$ cat src/rtl/cc_pkg.sv
package cc_pkg;
  typedef enum logic [1:0] {
    MESI_I = 2'd0,
    MESI_S = 2'd1,
    MESI_E = 2'd2,
    MESI_M = 2'd3
  } mesi_e;

  typedef enum logic [1:0] {
    RQ_READ       = 2'd0,
    RQ_WRITE      = 2'd1,
    RQ_DROP_CLEAN = 2'd2,
    RQ_DROP_DIRTY = 2'd3
  } rq_e;

  typedef enum logic [1:0] {
    ACT_REPLY   = 2'd0,
    ACT_FORWARD = 2'd1,
    ACT_ENGINE  = 2'd2,
    ACT_MEMORY  = 2'd3
  } act_e;
endpackage

$ cat src/rtl/cc_dup_tags.sv
module cc_dup_tags
  import cc_pkg::*;
#(
  parameter int NC    = 8,
  parameter int SETS  = 16,
  parameter int TAG_W = 12,
  localparam int SET_W = $clog2(SETS)
) (
  input  logic                   clk,
  input  logic                   rst_n,
  input  logic [SET_W-1:0]       lk_set,
  input  logic [TAG_W-1:0]       lk_tag,
  output logic [NC-1:0][1:0]     lk_state,
  input  logic [NC-1:0]          wr_en,
  input  logic [NC-1:0][1:0]     wr_state
);

  for (genvar c = 0; c < NC; c++) begin : g_core
    logic [TAG_W-1:0] tag_q [SETS];
    logic [1:0]       st_q  [SETS];

    always_ff @(posedge clk or negedge rst_n) begin
      if (!rst_n) begin
        for (int s = 0; s < SETS; s++) st_q[s] <= MESI_I;
      end else if (wr_en[c]) begin
        st_q[lk_set] <= wr_state[c];
      end
    end

    always_ff @(posedge clk) begin
      if (wr_en[c]) tag_q[lk_set] <= lk_tag;
    end

    assign lk_state[c] = ((st_q[lk_set] != MESI_I) && (tag_q[lk_set] == lk_tag))
                         ? st_q[lk_set] : MESI_I;
  end

endmodule

$ cat src/rtl/cc_victim_tags.sv
module cc_victim_tags #(
  parameter int SETS  = 16,
  parameter int TAG_W = 12,
  localparam int SET_W = $clog2(SETS)
) (
  input  logic             clk,
  input  logic             rst_n,
  input  logic [SET_W-1:0] lk_set,
  input  logic [TAG_W-1:0] lk_tag,
  output logic             lk_hit,
  input  logic             inst_en,
  input  logic             clr_en
);

  logic [SETS-1:0]  vld_q;
  logic [TAG_W-1:0] tag_q [SETS];

  always_ff @(posedge clk or negedge rst_n) begin
    if (!rst_n) begin
      vld_q <= '0;
    end else if (inst_en) begin
      vld_q[lk_set] <= 1'b1;
    end else if (clr_en) begin
      vld_q[lk_set] <= 1'b0;
    end
  end

  always_ff @(posedge clk) begin
    if (inst_en) tag_q[lk_set] <= lk_tag;
  end

  assign lk_hit = vld_q[lk_set] && (tag_q[lk_set] == lk_tag);

endmodule

$ cat src/rtl/cc_pend_table.sv
module cc_pend_table #(
  parameter int NP     = 4,
  parameter int ADDR_W = 16,
  parameter int CORE_W = 3,
  localparam int SLOT_W = $clog2(NP)
) (
  input  logic              clk,
  input  logic              rst_n,
  input  logic [ADDR_W-1:0] chk_addr,
  output logic              chk_busy,
  output logic              full,
  input  logic              alloc_en,
  input  logic [ADDR_W-1:0] alloc_addr,
  input  logic [CORE_W-1:0] alloc_core,
  input  logic              alloc_wr,
  output logic [SLOT_W-1:0] alloc_slot,
  input  logic              free_en,
  input  logic [SLOT_W-1:0] free_slot,
  output logic [ADDR_W-1:0] rd_addr,
  output logic [CORE_W-1:0] rd_core,
  output logic              rd_wr
);

  logic [NP-1:0]     vld_q;
  logic [NP-1:0]     wr_q;
  logic [ADDR_W-1:0] addr_q [NP];
  logic [CORE_W-1:0] core_q [NP];
  logic [NP-1:0]     match;

  for (genvar i = 0; i < NP; i++) begin : g_ent
    assign match[i] = vld_q[i] && (addr_q[i] == chk_addr);

    always_ff @(posedge clk) begin
      if (alloc_en && (alloc_slot == SLOT_W'(i))) begin
        addr_q[i] <= alloc_addr;
        core_q[i] <= alloc_core;
        wr_q[i]   <= alloc_wr;
      end
    end
  end

  always_comb begin
    alloc_slot = '0;
    for (int i = NP - 1; i >= 0; i--) begin
      if (!vld_q[i]) alloc_slot = SLOT_W'(i);
    end
  end

  assign chk_busy = |match;
  assign full     = &vld_q;
  assign rd_addr  = addr_q[free_slot];
  assign rd_core  = core_q[free_slot];
  assign rd_wr    = wr_q[free_slot];

  always_ff @(posedge clk or negedge rst_n) begin
    if (!rst_n) begin
      vld_q <= '0;
    end else begin
      if (free_en)  vld_q[free_slot]  <= 1'b0;
      if (alloc_en) vld_q[alloc_slot] <= 1'b1;
    end
  end

endmodule

$ cat src/rtl/cc_decide.sv
module cc_decide
  import cc_pkg::*;
#(
  parameter int NC = 8,
  localparam int CORE_W = $clog2(NC)
) (
  input  logic              is_done,
  input  logic              done_wr,
  input  logic [1:0]        op,
  input  logic [CORE_W-1:0] core,
  input  logic [NC-1:0][1:0] peer,
  input  logic              l2_hit,
  input  logic              remote,
  output logic [1:0]        act,
  output logic [CORE_W-1:0] fwd,
  output logic [NC-1:0]     wr_en,
  output logic [NC-1:0][1:0] wr_st,
  output logic [NC-1:0]     inv,
  output logic              l2_inst,
  output logic              l2_clr,
  output logic              to_eng,
  output logic              give_resp
);

  logic [1:0]    own_st;
  logic [NC-1:0] hold;
  logic [NC-1:0] owner;

  always_comb begin
    own_st = peer[core];
    hold   = '0;
    owner  = '0;
    fwd    = '0;
    for (int c = NC - 1; c >= 0; c--) begin
      if (c != int'(core) && peer[c] != MESI_I) hold[c] = 1'b1;
      if (c != int'(core) && (peer[c] == MESI_E || peer[c] == MESI_M)) begin
        owner[c] = 1'b1;
        fwd      = CORE_W'(c);
      end
    end
  end

  always_comb begin
    act       = ACT_MEMORY;
    wr_en     = '0;
    wr_st     = '0;
    inv       = '0;
    l2_inst   = 1'b0;
    l2_clr    = 1'b0;
    to_eng    = 1'b0;
    give_resp = 1'b0;
    if (is_done) begin
      wr_en[core] = 1'b1;
      if (done_wr) begin
        wr_st[core] = MESI_M;
        wr_en       = wr_en | hold;
        inv         = hold;
      end else begin
        wr_st[core] = MESI_S;
        for (int c = 0; c < NC; c++) begin
          if (owner[c]) begin
            wr_en[c] = 1'b1;
            wr_st[c] = MESI_S;
          end
        end
      end
    end else begin
      case (rq_e'(op))
        RQ_READ: begin
          give_resp = 1'b1;
          if (remote) begin
            act    = ACT_ENGINE;
            to_eng = 1'b1;
          end else if (own_st != MESI_I) begin
            act = ACT_REPLY;
          end else if (|owner) begin
            act         = ACT_FORWARD;
            wr_en[core] = 1'b1;
            wr_st[core] = MESI_S;
            for (int c = 0; c < NC; c++) begin
              if (owner[c]) begin
                wr_en[c] = 1'b1;
                wr_st[c] = MESI_S;
              end
            end
          end else begin
            act         = l2_hit ? ACT_REPLY : ACT_MEMORY;
            wr_en[core] = 1'b1;
            wr_st[core] = (|hold) ? MESI_S : MESI_E;
          end
        end
        RQ_WRITE: begin
          give_resp = 1'b1;
          if (remote) begin
            act    = ACT_ENGINE;
            to_eng = 1'b1;
          end else begin
            wr_en       = hold;
            wr_en[core] = 1'b1;
            wr_st[core] = MESI_M;
            inv         = hold;
            l2_clr      = l2_hit;
            if (|owner)                            act = ACT_FORWARD;
            else if (own_st != MESI_I || l2_hit)   act = ACT_REPLY;
            else                                   act = ACT_MEMORY;
          end
        end
        RQ_DROP_CLEAN: begin
          if (own_st != MESI_I) wr_en[core] = 1'b1;
        end
        default: begin
          if (own_st != MESI_I) wr_en[core] = 1'b1;
          l2_inst = (own_st == MESI_M);
        end
      endcase
    end
  end

endmodule

$ cat src/rtl/cc_bank_ctrl.sv
module cc_bank_ctrl
  import cc_pkg::*;
#(
  parameter int NC      = 8,
  parameter int SETS    = 16,
  parameter int ADDR_W  = 16,
  parameter int HOME_W  = 2,
  parameter int NODE_ID = 0,
  parameter int NP      = 4,
  localparam int CORE_W = $clog2(NC),
  localparam int SET_W  = $clog2(SETS),
  localparam int TAG_W  = ADDR_W - SET_W,
  localparam int SLOT_W = $clog2(NP)
) (
  input  logic              clk,
  input  logic              rst_n,
  input  logic              req_valid,
  output logic              req_ready,
  input  logic [CORE_W-1:0] req_core,
  input  logic [1:0]        req_op,
  input  logic [ADDR_W-1:0] req_addr,
  output logic              resp_valid,
  output logic [1:0]        resp_action,
  output logic [CORE_W-1:0] resp_core,
  output logic [ADDR_W-1:0] resp_addr,
  output logic [CORE_W-1:0] fwd_core,
  output logic              inv_valid,
  output logic [NC-1:0]     inv_mask,
  output logic              mem_req_valid,
  output logic [ADDR_W-1:0] mem_req_addr,
  output logic [CORE_W-1:0] mem_req_core,
  output logic              eng_req_valid,
  output logic [ADDR_W-1:0] eng_req_addr,
  output logic [CORE_W-1:0] eng_req_core,
  output logic              eng_req_write,
  output logic [SLOT_W-1:0] eng_req_slot,
  input  logic              eng_done_valid,
  input  logic [SLOT_W-1:0] eng_done_slot
);

  logic              remote, is_rw, busy, full, acc;
  logic [SLOT_W-1:0] alloc_slot;
  logic [ADDR_W-1:0] pd_addr, lk_addr;
  logic [CORE_W-1:0] pd_core, dec_core;
  logic              pd_wr;
  logic [NC-1:0][1:0] peer;
  logic              l2_hit;
  logic [1:0]        dec_act;
  logic [CORE_W-1:0] dec_fwd;
  logic [NC-1:0]     dec_wr_en, dt_wr_en, dec_inv;
  logic [NC-1:0][1:0] dec_wr_st;
  logic              dec_l2_inst, dec_l2_clr, dec_to_eng, dec_give;

  assign remote    = req_addr[ADDR_W-1 -: HOME_W] != HOME_W'(NODE_ID);
  assign is_rw     = ~req_op[1];
  assign req_ready = !eng_done_valid && !busy && !(remote && is_rw && full);
  assign acc       = req_valid && req_ready;
  assign lk_addr   = eng_done_valid ? pd_addr : req_addr;
  assign dec_core  = eng_done_valid ? pd_core : req_core;
  assign dt_wr_en  = (acc || eng_done_valid) ? dec_wr_en : '0;

  cc_pend_table #(.NP(NP), .ADDR_W(ADDR_W), .CORE_W(CORE_W)) u_pend (
    .clk(clk), .rst_n(rst_n),
    .chk_addr(req_addr), .chk_busy(busy), .full(full),
    .alloc_en(acc && dec_to_eng), .alloc_addr(req_addr), .alloc_core(req_core),
    .alloc_wr(req_op[0]), .alloc_slot(alloc_slot),
    .free_en(eng_done_valid), .free_slot(eng_done_slot),
    .rd_addr(pd_addr), .rd_core(pd_core), .rd_wr(pd_wr)
  );

  cc_dup_tags #(.NC(NC), .SETS(SETS), .TAG_W(TAG_W)) u_dup (
    .clk(clk), .rst_n(rst_n),
    .lk_set(lk_addr[SET_W-1:0]), .lk_tag(lk_addr[ADDR_W-1:SET_W]),
    .lk_state(peer), .wr_en(dt_wr_en), .wr_state(dec_wr_st)
  );

  cc_victim_tags #(.SETS(SETS), .TAG_W(TAG_W)) u_vic (
    .clk(clk), .rst_n(rst_n),
    .lk_set(lk_addr[SET_W-1:0]), .lk_tag(lk_addr[ADDR_W-1:SET_W]),
    .lk_hit(l2_hit),
    .inst_en(acc && dec_l2_inst), .clr_en(acc && dec_l2_clr)
  );

  cc_decide #(.NC(NC)) u_dec (
    .is_done(eng_done_valid), .done_wr(pd_wr), .op(req_op), .core(dec_core),
    .peer(peer), .l2_hit(l2_hit), .remote(remote),
    .act(dec_act), .fwd(dec_fwd), .wr_en(dec_wr_en), .wr_st(dec_wr_st),
    .inv(dec_inv), .l2_inst(dec_l2_inst), .l2_clr(dec_l2_clr),
    .to_eng(dec_to_eng), .give_resp(dec_give)
  );

  // next-state for the output stage
  logic resp_v_d, inv_v_d, mem_v_d, eng_v_d;
  logic resp_v_q, inv_v_q, mem_v_q, eng_v_q;
  logic [1:0]        act_q;
  logic [CORE_W-1:0] core_q, fwd_q;
  logic [ADDR_W-1:0] addr_q;
  logic [SLOT_W-1:0] slot_q;
  logic              wr_q;
  logic [NC-1:0]     inv_q;

  always_comb begin
    resp_v_d = acc && dec_give;
    inv_v_d  = (acc || eng_done_valid) && (|dec_inv);
    mem_v_d  = resp_v_d && (dec_act == ACT_MEMORY);
    eng_v_d  = acc && dec_to_eng;
  end

  always_ff @(posedge clk or negedge rst_n) begin
    if (!rst_n) begin
      resp_v_q <= 1'b0;
      inv_v_q  <= 1'b0;
      mem_v_q  <= 1'b0;
      eng_v_q  <= 1'b0;
    end else begin
      resp_v_q <= resp_v_d;
      inv_v_q  <= inv_v_d;
      mem_v_q  <= mem_v_d;
      eng_v_q  <= eng_v_d;
    end
  end

  always_ff @(posedge clk) begin
    if (resp_v_d) begin
      act_q  <= dec_act;
      core_q <= req_core;
      addr_q <= req_addr;
      fwd_q  <= dec_fwd;
      slot_q <= alloc_slot;
      wr_q   <= req_op[0];
    end
    if (inv_v_d) inv_q <= dec_inv;
  end

  assign resp_valid    = resp_v_q;
  assign resp_action   = act_q;
  assign resp_core     = core_q;
  assign resp_addr     = addr_q;
  assign fwd_core      = fwd_q;
  assign inv_valid     = inv_v_q;
  assign inv_mask      = inv_q;
  assign mem_req_valid = mem_v_q;
  assign mem_req_addr  = addr_q;
  assign mem_req_core  = core_q;
  assign eng_req_valid = eng_v_q;
  assign eng_req_addr  = addr_q;
  assign eng_req_core  = core_q;
  assign eng_req_write = wr_q;
  assign eng_req_slot  = slot_q;

endmodule

$ cat config.mk
export PLATFORM = sky130hd
export DESIGN_NAME = cc_bank_ctrl
export DESIGN_NICKNAME = d
export VERILOG_FILES = /design/src/rtl/cc_pkg.sv /design/src/rtl/cc_dup_tags.sv /design/src/rtl/cc_victim_tags.sv /design/src/rtl/cc_pend_table.sv /design/src/rtl/cc_decide.sv /design/src/rtl/cc_bank_ctrl.sv
export SDC_FILE = /design/constraint.sdc
export NUM_CORES = 2
export LEC_CHECK = 0
export BUFFER_PORTS_ARGS = -buffer_cell sky130_fd_sc_hd__buf_2
export CORE_ASPECT_RATIO = 0.75
export CORE_MARGIN = 2
export CORE_UTILIZATION = 43
export CTS_BUF_LIST = sky130_fd_sc_hd__clkbuf_16
export DETAILED_ROUTE_END_ITERATION = 7
export SETUP_SLACK_MARGIN = 0.15
export SYNTH_ARGS = -nofsm -noshare
export SYNTH_HDL_FRONTEND = slang
export SYNTH_SLANG_ARGS = --single-unit
$ cat constraint.sdc
create_clock -name clk -period 8.14 [get_ports clk]
set_input_delay 0.814 -clock clk [delete_from_list [all_inputs] [get_ports clk]]
set_output_delay 0.814 -clock clk [all_outputs]
set_load 0.1 [all_outputs]
==> results <==
- The post-cts repair resize count is 0.
- The max-slew violation count is 0.
- Synthesis handed over a netlist of roughly 6,500 instances.
- The maximum number of pins on one net before global-route repair is 150.
- Counting cells, the worst reg-to-reg path comes to 20.
- The synthesized netlist net count is between 6,000 and 7,000.
- CTS saw 2,123 sinks.
- The class of the most critical setup path is primary input to flop.
- For this design the ratio of total power to cell area is 233 mW/mm^2.
- The count of buffers added on input and output ports is about 100.
- The dominant delay contributor by cell family on the critical path is simple AND/OR/NAND/NOR gates.
- The filler cells instantiated in the layout total 17,500.
- The smallest clock period supported by the final layout is computed as 7620 ps.
- The largest single stage delay on the critical path is 1050 ps.
- The initial cell density of the core is 0.434.
- The worst-case clock skew is approximately 60 ps.
- The highest net fanout along the worst path is 47.
- The startpoint of the worst-slack reg-to-reg timing path is u_pend.addr_q[3][1]$_DFFE_PP_.
- For the worst-skew pair, the clock arrives at the later sink with an insertion delay of 880 ps.
- Clock-pin slew was measured on the worst setup and hold paths at roughly 70 ps.
- The number of antenna violations at the first check in global routing is 20.
- The area of placed instances is 0.0989 sq mm.
- Tracing the worst setup path back leads to its startpoint at eng_done_slot[1].
- The number of buffer and inverter stages on the critical path is 6.
- After synthesis the cells add up to 0.0907 sq mm.
- The DRC violation total after the first TritonRoute iteration is about 9,000.
- The share of final-layout standard cells stronger than drive strength 1 is 0.175.
- The leakage dissipation is 38.3 nW.
- The number of nets in the finished design is approximately 6,900.
- After detailed routing, the number of remaining DRC violations is 0.
- In the global route stage, overall resource usage came out at 0.278.
- The final count of hold timing violations is 0.
- The maximum clock frequency is around 130 MHz.
- Dividing the detail-routed via count by the number of cells gives 6.25.
- The sequential standard cell area is just over 0.06 sq mm.
- The die is 534 microns wide.
- The critical path runs through a total of 21 cells.
- After synthesis, the most frequently instantiated cells are 1,843 x sky130_fd_sc_hd__edfxtp_1, 750 x sky130_fd_sc_hd__nand2_1, 417 x sky130_fd_sc_hd__mux2i_1.
- The die covers 0.215 sq mm.
- The multi-input gate area in the final layout is 0.0257 sq mm.
- The number of flops mapped to enable cells by yosys is 1,843.
- The post-layout worst setup margin is 524 ps.
- The root buffer cell chosen for the clock tree is sky130_fd_sc_hd__clkbuf_16.
- In the final routed layout, each cell accounts on average for between 30 and 40 microns.
- The number of clock buffers inserted by TritonCTS is 209.
- Across all layers, the routed design uses 61,400 vias.
- The count of TritonRoute iterations in the first routing pass is 6.
- The data required time of the worst path is 8870 ps.
- The dominant cell type by count on the critical path is sky130_fd_sc_hd__buf_4.
- Yosys printed 0 warnings.
- The worst setup path is launched from a primary input.
- The final instance area is 0.105 sq mm.
- Traced cell by cell, the critical path runs through buf_2 > or3b_1 > o32ai_4 > nor2_4 > buf_12 > buf_12 > nor2_1 > a32oi_1 > a21oi_1 > nor4_1 > a32oi_1 > nor4_2 > buf_4 > nand2_1 > o2111ai_1 > a211oi_4 > buf_4 > buf_4 > a21boi_4 > nor2_1 > mux2_1.
- Setup violations remaining at the end of the flow were counted as 0.
- The flow ran to the end, and the final reports show no timing, DRC or antenna violations.
- Data on the critical path arrives at its endpoint at 8340 ps.
- The path type of the worst min-delay path is primary input to async pin.
- At the end of routability-driven placement, the weighted congestion stood at about 0.96.
- The max-cap check violation count is 0.
- The global-route wire length before repair is 431,000 microns.
- The post-detailed-route count of antenna-violating nets is 0.
- TritonCTS built the clock tree.
- The worst setup path is captured at a flop.
- In the synthesized netlist the dominant register cell turns out to be sky130_fd_sc_hd__edfxtp_1.
- For this run, the register share of the synthesized area comes to 0.688.
- During I/O placement, the number of pins put on the boundary was 105.
- The post-placement worst setup slack is -291 ps.
- The master of the slowest instance on the critical path is sky130_fd_sc_hd__nor2_4.
- The die extent in y is 402 microns.
- The core outline area is approximately 0.21 sq mm.
- The floorplan has 145 rows.
- In this run the critical register-to-register path is captured at u_dup.g_core[5].st_q[11]$_DFFE_PN0P_.
- Compared with the post-synthesis result, the final layout area differs by 16.3%.
- The mean instance size in the synthesized netlist is between 10 and 15 sq um.
- The critical path capture point is u_dup.g_core[5].st_q[11]$_DFFE_PN0P_.
- The worst max-slew margin expressed relative to the limit is 0.0329.
- Setup repair after global routing left no endpoint under its margin.
- The dominant cell by count in the synthesized netlist is sky130_fd_sc_hd__edfxtp_1.
- The number of global-route vias before repair is about 57,000.
- In this run, synthesis produced a sequential element count of between 2,000 and 2,500.
- At the pin with the least slew margin, the transition time is approximately 1400 ps.
- The share of synthesized registers carrying an async set or reset is 0.132.
- Wires add up to 305,000 microns.
- CTS built an H-tree with a depth of 4.
- VDD sags by at most between 0.15 and 0.2 mV.
- For flop-to-flop paths, the worst setup slack is 570 ps.
- Synthesis instantiated slightly below 100 different standard cells from the library.
- Of the post-synthesis cell area, the dominant cell type holds 0.610.
- The period utilization is 0.936.
- Ranked by total cell area, the synthesized netlist is headed by sky130_fd_sc_hd__edfxtp_1 61%, sky130_fd_sc_hd__dfrtp_1 7.7%, sky130_fd_sc_hd__mux2i_1 4.6%, sky130_fd_sc_hd__nand2_1 3.1%, sky130_fd_sc_hd__nand3_1 1.9%.
- Post-CTS timing repair inserted 0 buffers for setup.
- The deepest clock path buffer count is 4.
- Setup total negative slack on the finished layout was measured at 0 ps.
- For this design, the CTS-stage hold fixing added 0 buffers.
- The sum of overflow across all layers after global routing is 0.
- The largest total area in the synthesized netlist belongs to sky130_fd_sc_hd__edfxtp_1.
- Once detailed placement completed, the half-perimeter wirelength came to 192,000 microns.
-- per-stage QoR --
stage | std cells | hold slack (ps) | power, mW | utilization
2_1_floorplan | 6497 | 449 | 14.1 | -
3_3_place_gp | 9449 | 459 | 15.3 | 0.474
3_5_place_dp | 9449 | 465 | 15.3 | 0.474
4_1_cts | 9825 | 1.91 | 24.6 | 0.505
5_1_grt | 9826 | 50.5 | 25.2 | 0.505
6_report | 9830 | 16.1 | 24.6 | 0.505
-- report_power, final --
group	internal, mW	switching [mW]
Sequential	12.1	0.0891
Clock	5.21	4.20
Combinational	0.891	2.07
Total	18.2	6.36
-- registers in the layout (all words and copies together), names as in the netlist, 2 cells and up, named ones only --
register            flops
eng_req_core            3
inv_mask                8
u_pend.vld_q            4
u_pend.wr_q             4
eng_req_addr           16
resp_action             2
eng_req_slot            2
u_pend.core_q          12
u_vic.tag_q           192
u_dup.g_core.st_q     256
fwd_core                3
u_pend.addr_q          64
u_dup.g_core.tag_q   1536
-- logic make-up after synthesis --
| logic type | share of synthesized area |
|---|---|
| flip-flops | 0.688 |
| AND/OR/NAND/NOR | 0.0881 |
| buffers and inverters | 0.0323 |
| AO/OA/AOI/OAI | 0.0959 |
| XOR/XNOR | 0.0185 |
| multiplexers | 0.0775 |
-- layer usage --
metal  global-route usage  part of all wire
met5                    0           0.00015
met3               0.0712              0.12
met2                0.386              0.42
met4               0.0762             0.028
met1                0.428              0.44
-- worst min-delay path by stage --
stage | depth (start not counted) | endpoint | start | slack (ps)
after floorplan | 1 | u_dup.g_core[5].st_q[2]$_DFFE_PN0P_ | u_dup.g_core[5].st_q[2]$_DFFE_PN0P_ | 450
after global placement | 1 | flop | flop | 460
after detailed placement | 1 | flop | flop | 460
after CTS | 1 | u_dup.g_core[7].st_q[27]$_DFFE_PN0P_ | rst_n | 2
after global routing | 1 | u_dup.g_core[7].st_q[27]$_DFFE_PN0P_ | rst_n | 50
final | 1 | u_dup.g_core[7].st_q[27]$_DFFE_PN0P_ | rst_n | 20
-- layout by cell type, fill, tap and decap left out, drive strengths merged, types with 191 or more instances in the layout --
cell type | synthesis | routed
nand3 | 344 | 344
edfxtp | 1843 | 1843
buf | 228 | 642
inv | 169 | 227
o21ai | 212 | 212
nand2 | 751 | 751
clkbuf | 255 | 210
xnor2 | 191 | 191
mux2i | 417 | 417
dfrtp | 280 | 280
-- layout make-up --
type	instances	share of cell area
multi-input cells	3719	0.244
clock inverters	166	0.0116
clock buffers	210	0.0498
well taps	2793	0.0331
diodes	5	0.000119
inverters	172	0.00655
repair buffers	642	0.0632
flip-flops and latches	2123	0.591
(Power assumes the default switching activity.)
